--- config.mk ---
export PLATFORM = sky130hd
export DESIGN_NAME = cd_chain_top
export DESIGN_NICKNAME = d
export VERILOG_FILES = /design/src/rtl/cd_pkg.sv /design/src/rtl/cd_stage.sv /design/src/rtl/cd_fault_tap.sv /design/src/rtl/cd_error_reg.sv /design/src/rtl/cd_chain_top.sv
export SDC_FILE = /design/constraint.sdc
export NUM_CORES = 1
export LEC_CHECK = 0
export ABC_AREA = 1
export ABC_CLOCK_PERIOD_IN_PS = 6900
export BUFFER_PORTS_ARGS = -buffer_cell sky130_fd_sc_hd__buf_2
export CELL_PAD_IN_SITES_DETAIL_PLACEMENT = 1
export CELL_PAD_IN_SITES_GLOBAL_PLACEMENT = 2
export CORE_UTILIZATION = 33
export CTS_CLUSTER_DIAMETER = 50
export CTS_CLUSTER_SIZE = 40
export DETAILED_ROUTE_END_ITERATION = 6
export PLACE_DENSITY = 0.83
export REMOVE_ABC_BUFFERS = 1
export SLEW_MARGIN = 30
export SYNTH_ARGS = -nofsm -noshare
export SYNTH_HDL_FRONTEND = slang
export SYNTH_SLANG_ARGS = --single-unit
--- constraint.sdc ---
create_clock -name clk -period 6.9 [get_ports clk]
set_input_delay 0.345 -clock clk [delete_from_list [all_inputs] [get_ports clk]]
set_output_delay 0.345 -clock clk [all_outputs]
set_load 0.005 [all_outputs]
--- src/rtl/cd_pkg.sv ---
package cd_pkg;
    // Nonlinear bit function shared by every stage: a ^ (~b & c)
    function automatic logic cd_mix(input logic a, input logic b, input logic c);
        return a ^ (~b & c);
    endfunction
endpackage

--- src/rtl/cd_stage.sv ---
// cd_stage: one code-disjoint stage. Produces W functional bits from the data
// word, a check bit (output parity XOR data parity) and the recovered parity
// (check bit XOR incoming parity). Assumes W >= 3 so the mixing taps differ.
module cd_stage #(
    parameter int W = 5
) (
    input  logic [W-1:0] x,
    input  logic         p_in,
    output logic [W-1:0] y_raw,
    output logic         chk,
    output logic         rec
);
    import cd_pkg::*;

    // Functional mapping, one bit per generate iteration
    for (genvar i = 0; i < W; i++) begin : g_bit
        localparam int I1 = (i + 1) % W;
        localparam int I2 = (i + 2) % W;
        assign y_raw[i] = cd_mix(x[i], x[I1], x[I2]);
    end

    // Merged check bit and recovered output parity
    always_comb begin
        chk = (^y_raw) ^ (^x);
        rec = chk ^ p_in;
    end
endmodule

--- src/rtl/cd_fault_tap.sv ---
// cd_fault_tap: passes a stage's functional bits through, or pins one bit to a
// stuck value when the request names this stage. Indices beyond W never match.
module cd_fault_tap #(
    parameter int W   = 5,
    parameter int SW  = 2,
    parameter int BW  = 3,
    parameter int IDX = 0
) (
    input  logic [W-1:0]  y_raw,
    input  logic          en,
    input  logic [SW-1:0] stage_sel,
    input  logic [BW-1:0] bit_sel,
    input  logic          val,
    output logic [W-1:0]  y
);
    localparam logic [SW-1:0] MY_STAGE = SW'(IDX);

    logic stage_hit;
    assign stage_hit = en && (stage_sel == MY_STAGE);

    // Per-bit override selection
    for (genvar i = 0; i < W; i++) begin : g_tap
        localparam logic [BW-1:0] MY_BIT = BW'(i);
        assign y[i] = (stage_hit && (bit_sel == MY_BIT)) ? val : y_raw[i];
    end
endmodule

--- src/rtl/cd_error_reg.sv ---
// cd_error_reg: final XOR-tree checker over the last stage, registered with a
// synchronous active-low reset.
module cd_error_reg #(
    parameter int W = 5
) (
    input  logic         clk,
    input  logic         rst_n,
    input  logic [W-1:0] y,
    input  logic         par,
    output logic         err_q
);
    logic mismatch;
    assign mismatch = (^y) ^ par;

    // Capture the parity mismatch each clock
    always_ff @(posedge clk) begin
        if (!rst_n) err_q <= 1'b0;
        else        err_q <= mismatch;
    end
endmodule

--- src/rtl/cd_chain_top.sv ---
// cd_chain_top: STAGES code-disjoint stages in series, each followed by a
// fault tap, with one registered checker at the end. Stage j+1 takes stage j's
// tapped outputs as data and its recovered parity as parity input.
module cd_chain_top #(
    parameter int W      = 5,
    parameter int STAGES = 4,
    parameter int SW     = (STAGES > 1) ? $clog2(STAGES) : 1,
    parameter int BW     = (W > 1) ? $clog2(W) : 1
) (
    input  logic          clk,
    input  logic          rst_n,
    input  logic [W-1:0]  din,
    input  logic          din_par,
    input  logic          flt_en,
    input  logic [SW-1:0] flt_stage,
    input  logic [BW-1:0] flt_bit,
    input  logic          flt_val,
    output logic [W-1:0]  dout,
    output logic          dout_par,
    output logic          dout_chk,
    output logic          err_q
);
    logic [W-1:0] link_x [STAGES+1];
    logic         link_p [STAGES+1];
    logic         stage_chk [STAGES];

    assign link_x[0] = din;
    assign link_p[0] = din_par;

    // Stage chain with a fault tap after each stage
    for (genvar j = 0; j < STAGES; j++) begin : g_stage
        logic [W-1:0] y_raw;
        cd_stage #(.W(W)) u_stage (
            .x     (link_x[j]),
            .p_in  (link_p[j]),
            .y_raw (y_raw),
            .chk   (stage_chk[j]),
            .rec   (link_p[j+1])
        );
        cd_fault_tap #(.W(W), .SW(SW), .BW(BW), .IDX(j)) u_tap (
            .y_raw     (y_raw),
            .en        (flt_en),
            .stage_sel (flt_stage),
            .bit_sel   (flt_bit),
            .val       (flt_val),
            .y         (link_x[j+1])
        );
    end

    assign dout     = link_x[STAGES];
    assign dout_par = link_p[STAGES];
    assign dout_chk = stage_chk[STAGES-1];

    cd_error_reg #(.W(W)) u_err (
        .clk   (clk),
        .rst_n (rst_n),
        .y     (dout),
        .par   (dout_par),
        .err_q (err_q)
    );
endmodule

==> results of run 1 <==
-- layout make-up --
class / instances / area (um^2)
fillers: 844 / 3710
repair buffers: 22 / 110
flip-flops and latches: 1 / 20.0
multi-input cells: 308 / 1800
well taps: 75 / 93.8
inverters: 48 / 180
-- routing by layer --
metal,up-vias,routed length (um)
li1,1171,-
met1,1023,2970
met2,19,2630
met3,2,60
met4,0,14
met5,-,0
-- how the worst min path moves through the flow --
stage | to | slack, ns | depth (start not counted) | from
after CTS | u_err.err_q$_SDFF_PN0_ | 0.58 | 3 | rst_n
final | u_err.err_q$_SDFF_PN0_ | 0.57 | 3 | rst_n
after global routing | u_err.err_q$_SDFF_PN0_ | 0.59 | 3 | rst_n
after global placement | u_err.err_q$_SDFF_PN0_ | 0.57 | 3 | rst_n
after floorplan | u_err.err_q$_SDFF_PN0_ | 0.48 | 2 | rst_n
after detailed placement | u_err.err_q$_SDFF_PN0_ | 0.58 | 3 | rst_n
-- cells in the mapped netlist, drive strengths merged --
| master | instances |
|---|---|
| nand3 | 74 |
| nand2 | 170 |
| ha | 7 |
| inv | 48 |
| a31oi | 1 |
| xor2 | 13 |
| a21oi | 3 |
| dfxtp | 1 |
| xnor2 | 5 |
| a21o | 2 |
| nand4 | 2 |
| clkbuf | 2 |
| nand3b | 2 |
| or2 | 1 |
| nor2 | 21 |
| o21ai | 5 |
| nor3 | 2 |
| buf | 3 |
-- cells by family after synthesis --
logic type	synth area share, %
compound gates	4.30
xor+xnor	8.11
fa+ha+maj	4.30
buf+inv	10.4
flops	0.983
simple gates	71.9
-- power by group through the flow --
stage / Clock [mW] / Sequential, mW / Combinational (mW)
final: 0 / 0.00944 / 0.521
after global routing: 0 / 0.0101 / 0.595
after CTS: 0 / 0.00948 / 0.531
after detailed placement: 0 / 0.00943 / 0.529
after global placement: 0 / 0.00950 / 0.515
after floorplan: 0 / 0.0100 / 0.400
-- tightest hold or removal path, cell delays in order --
cell and delay [ns]:
buf_2 0.08, nand2_1 0.05, nor2_2 0.06
-- through the flow --
| stage | util (%) | cell area (um^2) |
|---|---|---|
| 2_1_floorplan | - | 2000 |
| 3_3_place_gp | 37.3 | 2210 |
| 3_5_place_dp | 37.3 | 2210 |
| 4_1_cts | 37.3 | 2210 |
| 5_1_grt | 37.3 | 2210 |
| 6_report | 37.3 | 2210 |
==> impl_metrics.json, run 1 <==
{
  "status": "finished, final reports clean",
  "io_buffers": 22,
  "p_leak_nw": 1.18,
  "grt_pass1_wl_mm": 9.94,
  "numPlacedInstances": 454,
  "fin_crit_ns": 4.31,
  "critPathLaunchType": "input port",
  "p_int_mw": 0.205,
  "rows": 28,
  "max_freq_mhz": 232,
  "crit_fanout": 20,
  "holdWs_ns": 0.575,
  "cp.buffers_inverters": 7,
  "post-cts-setup-buffers": 0,
  "die_w_um": 80.5,
  "crit_path_start": "flt_val",
  "reg_top3": "u_err.err_q: 1 flops",
  "setup_ws_ns": 2.59,
  "ir_drop_mv": 0.201,
  "use_met3_pct": 0.341,
  "fin_nets": 403,
  "setup_viol": 0,
  "final_cell_mix": "nand2_1, nand3_1, inv_1",
  "power_density_mw_per_mm2": 240,
  "tns_ns": 0,
  "drc_errors": 0,
  "met1_usage_pct": 27.6,
  "slew_headroom_pct": 51.5,
  "area_growth_pct": 8.48,
  "gp_congestion": 0.808,
  "syn_area_per_cell_um2": 5.62,
  "fp.dieH_um": 80.5,
  "grtUsageTotal_pct": 18.9,
  "fin_cells": 454,
  "core_mm2": 0.00592,
  "postCtsHoldBufs": 0,
  "yosys_warnings": 0,
  "grt-ovfl-total": 0,
  "pre_cts_ws_ns": 2.53,
  "boundaryPins": 23,
  "clkPwrFrac_pct": 0,
  "max_stage_delay_ns": 0.59,
  "arrival_ns": 3.97,
  "p_total_mw": 0.531,
  "netlist_instances": 362,
  "vias_per_cell": 4.88,
  "ys_seq_area_share_pct": 0.983,
  "synth_seq_cells": 1,
  "initial_utilization_pct": 34.4,
  "criticalPathCategory": "input port to output port",
  "crit_path_frequent_cell": "nand2_2",
  "crit_path_top_delay_cell": "inv_1",
  "required_ns": 6.55,
  "min_period_over_period_pct": 62.5,
  "grt_pass1_vias": 2133,
  "drt-pass1-iter-count": 4,
  "num_vias": 2215,
  "grt_max_degree": 21,
  "largest_register_ffs": 1,
  "pwr-share-seq_pct": 1.8,
  "busiest_layer": "met2",
  "final_common_cell": "nand2_1",
  "gr-usage-met2_pct": 32.4,
  "hold_path.class": "input port to register",
  "crit_family": "simple AND/OR/NAND/NOR gates",
  "antenna_found_initial": 0,
  "crit_end": "dout_par",
  "drt_iter0_markers": 63,
  "final_max_slew_viol_count": 0,
  "hpwl_mm": 5.13,
  "p_switching_mw": 0.325,
  "path_depth": 25,
  "finalHoldViolations": 0,
  "cts.repair.resized": 0,
  "syn_area_mm2": 0.00204,
  "synth_top_area_cell": "nand2_1",
  "synth_cell_types": 32,
  "tightest_slew_ns": 0.727,
  "max-cap-violations": 0,
  "largest_register": "u_err.err_q",
  "path_clk_slew_ns": 0,
  "combPwrFrac_pct": 98.2,
  "yosysTopAreaCellShare_pct": 23.0,
  "die_area_mm2": 0.00649,
  "crit_path_end_kind": "output port",
  "grt_setup_unrepaired": "no",
  "avgRoutedWirePerCell_um": 12.5,
  "p_sw_share_pct": 61.3,
  "synth_area_leaders": "nand2_1, nand3_1, nand3_2",
  "drive_gt1_share_pct": 28.2,
  "antenna_cells": 0,
  "routed_wl_mm": 5.67,
  "ant_nets": 0
}
(Power assumes the default switching activity.)
==> inputs of run 2 (changes only) <==
--- a/config.mk
+++ b/config.mk
@@ -5,16 +5,16 @@
 export SDC_FILE = /design/constraint.sdc
 export NUM_CORES = 1
 export LEC_CHECK = 0
-export ABC_AREA = 1
-export ABC_CLOCK_PERIOD_IN_PS = 6900
+export ABC_AREA = 0
+export ABC_CLOCK_PERIOD_IN_PS = 3600
 export BUFFER_PORTS_ARGS = -buffer_cell sky130_fd_sc_hd__buf_2
 export CELL_PAD_IN_SITES_DETAIL_PLACEMENT = 1
 export CELL_PAD_IN_SITES_GLOBAL_PLACEMENT = 2
-export CORE_UTILIZATION = 33
+export CORE_UTILIZATION = 30
 export CTS_CLUSTER_DIAMETER = 50
 export CTS_CLUSTER_SIZE = 40
 export DETAILED_ROUTE_END_ITERATION = 6
-export PLACE_DENSITY = 0.83
+export PLACE_DENSITY = 0.74
 export REMOVE_ABC_BUFFERS = 1
 export SLEW_MARGIN = 30
 export SYNTH_ARGS = -nofsm -noshare
==> constraint.sdc (replaced) <==
create_clock -name clk -period 3.6 [get_ports clk]
set_input_delay 0.18 -clock clk [delete_from_list [all_inputs] [get_ports clk]]
set_output_delay 0.18 -clock clk [all_outputs]
set_load 0.005 [all_outputs]
==> run 2 against run 1 <==
The run now ends with negative setup slack left. Synthesized area shrank 11%. Setup slack lost 3.1 ns. Die area shrank 1.7%. Sequential cell count is the same. Cell count shrank 1.8%. Final area grew 42%. Routed wire length grew 51%. Core utilization grew 18 points. Critical path depth shrank 2. Sequential share of layout area shrank 0.27 points. Sequential power grew 120%. Global-route usage grew 7.6 points. Critical path type is now input port to register. Highest routed layer unchanged.
==> impl_metrics.json, run 2 <==
{
  "final_cell_area_mm2": 0.00314,
  "grt_setup_unrepaired": "yes",
  "synth_common_cells": "nand2_1, xnor2_1, a21oi_1",
  "whs_endpoint": "u_err.err_q$_SDFF_PN0_",
  "status": "finished, violations left",
  "antenna_cells": 0,
  "pwr-share-seq_pct": 1.1,
  "p_switching_mw": 0.777,
  "boundaryPins": 23,
  "grt_pass1_wl_mm": 13.3,
  "crit_path_end_kind": "register",
  "avgRoutedWirePerCell_um": 19.2,
  "syn_area_per_cell_um2": 7.11,
  "yosys_warnings": 0,
  "critPathLaunchType": "input port",
  "initial_utilization_pct": 32.1,
  "gp_congestion": 0.839,
  "area_growth_pct": 72.8,
  "core_mm2": 0.00568,
  "num_vias": 2461,
  "grt-ovfl-total": 0,
  "ir_drop_mv": 0.459,
  "nFillCells": 700,
  "arrival_ns": 4.04,
  "antenna_found_initial": 0,
  "hold_depth": 2,
  "synth_cell_types": 75,
  "ant_nets": 0,
  "fin_cells": 446,
  "largest_register_ffs": 1,
  "synth-edff-count": 0,
  "final_max_slew_viol_count": 0,
  "crit_fanout": 5,
  "p_leak_nw": 1.39,
  "drt_iter0_markers": 105,
  "path_clk_slew_ns": 0,
  "hold_path.class": "input port to register",
  "crit_path_start": "flt_bit[1]",
  "multiInputGateArea_mm2": 0.00201,
  "violations": "negative setup slack",
  "synth_seq_cells": 1,
  "fin_nets": 398,
  "min_from": "rst_n",
  "postCtsHoldBufs": 0,
  "setup_viol": 3,
  "largest_register": "u_err.err_q",
  "place_area_mm2": 0.00264,
  "hpwl_mm": 6.14,
  "finalHoldViolations": 0,
  "final_cell_mix": "buf_4, nand2_1, buf_2",
  "netlist_instances": 256,
  "synth_most_common_cell": "nand2_1",
  "ys_async_sr_fraction_pct": 0,
  "die_w_um": 79.9,
  "fp.dieH_um": 79.9,
  "ys_seq_area_share_pct": 1.10,
  "io_buffers": 22,
  "tightest_slew_ns": 0.488,
  "slew_headroom_pct": 67.1,
  "synth_top_area_cell": "xnor2_1",
  "min_period_over_period_pct": 115,
  "p_sw_share_pct": 41.2,
  "fin_crit_ns": 4.15,
  "regArea_um2": 20.0,
  "reg_top3": "u_err.err_q: 1 flops",
  "synth_area_leaders": "xnor2_1, nand2_1, a21oi_1",
  "max_freq_mhz": 241,
  "routed_wl_mm": 8.57,
  "setup_ws_ns": -0.555,
  "grt_max_degree": 32,
  "max-cap-violations": 0,
  "rows": 27,
  "yosysTopAreaCellShare_pct": 12.0,
  "criticalPathCategory": "input port to register",
  "drc_errors": 0,
  "combPwrFrac_pct": 98.9,
  "numPlacedInstances": 428,
  "synth-main-ff-cell": "dfxtp_1",
  "drive_gt1_share_pct": 52.7,
  "power_density_mw_per_mm2": 599,
  "p_int_mw": 1.11,
  "vias_per_cell": 5.52,
  "final_common_cell": "buf_4",
  "holdWs_ns": 0.420,
  "clkPwrFrac_pct": 0,
  "grt_pass1_vias": 2566,
  "die_area_mm2": 0.00638,
  "required_ns": 3.48,
  "drt-pass1-iter-count": 4,
  "syn_area_mm2": 0.00182,
  "grtUsageTotal_pct": 26.5
}
## run 2: cell count changes in the layout (fill, tap and decap cells not counted), moves of 7 or more
cell	previous run	this run
buf_4	0	103
nand2_1	125	26
nand3_1	49	8
inv_1	42	9
nand2_2	35	2
nand3_2	22	0
a21oi_1	2	17
xnor2_2	0	13
nand2_4	10	0
xnor2_1	5	14
buf_6	0	8
o21ai_0	2	10
and3_1	0	7
xor2_1	12	5
## run 2: kinds of logic (layout without fill, tap and decap cells)
group	after synthesis	in the layout	share of synthesized area, %
AOI/OAI and AO/OA	79	79	32.1
DFF	1	1	1.10
xor gates and xnor gates	37	37	20.2
buffers and inverters	25	143	5.78
and+or+nand+nor	105	105	34.9
adders and majority gates	7	7	4.81
muxes	2	2	1.10
## run 2: power by group through the flow
stage                     clock, mW  sequential, mW  combinational (mW)
final                             0          0.0210                1.86
after global routing              0          0.0213                1.99
after CTS                         0          0.0210                1.72
after detailed placement          0          0.0210                1.49
after global placement            0          0.0210                1.42
after floorplan                   0          0.0221               0.919
## run 2: how the worst max path moves through the flow
stage	cells after the start	slack, ns	endpoint
global placement	20	-0.71	u_err.err_q$_SDFF_PN0_
global route	23	-0.72	u_err.err_q$_SDFF_PN0_
CTS	20	-0.48	u_err.err_q$_SDFF_PN0_
finish	23	-0.55	u_err.err_q$_SDFF_PN0_
detailed placement	20	-0.83	u_err.err_q$_SDFF_PN0_
floorplan	19	-0.63	u_err.err_q$_SDFF_PN0_
## run 2: area by class of cell
class	count	area share, %
Sequential cell	1	0.637
Multi-Input combinational cell	230	64.1
Inverter	12	1.47
Timing Repair Buffer	131	31.0
Tap cell	72	2.87
## run 2: repair_timing
| item | 4_1_cts | 5_1_grt |
|---|---|---|
| endpoints found under the hold margin | 0 | 0 |
| pin swaps | 27 | 5 |
| setup buffers | 15 | 4 |
| resized for setup | 56 | 13 |
| endpoints found under the setup margin | 5 | 7 |
## run 2: layer usage
metal	share of wire [%]	global-route usage, %
met5	0	0
met4	1.5	3.39
met3	4.5	1.71
met2	50	47.4
met1	44	35.5
## run 2: critical path, stage by stage
cell,delay (ns)
buf_8,0.11
buf_6,0.11
buf_4,0.13
nor3b_2,0.21
nand2_1,0.10
nand2_2,0.09
inv_2,0.06
ha_4,0.16
or4_4,0.50
nand4_4,0.13
nor2_4,0.06
nor3b_2,0.24
nand2_1,0.11
o211ai_2,0.22
clkinv_2,0.11
ha_4,0.25
xor2_2,0.19
xnor2_2,0.15
xnor2_1,0.19
xnor2_1,0.18
xor3_1,0.29
xnor3_1,0.23
nor2b_1,0.05
## run 2: metrics by stage
stage                     setup slack (ns)  power, mW  TNS, ns  util (%)
after floorplan                     -0.626      0.941   -0.944         -
after global placement              -0.708       1.44    -1.82      46.6
after detailed placement            -0.831       1.51    -2.12      46.6
after CTS                           -0.478       1.75   -0.978      53.4
after global routing                -0.718       2.01    -2.16      55.4
final                               -0.555       1.88    -1.41      55.4
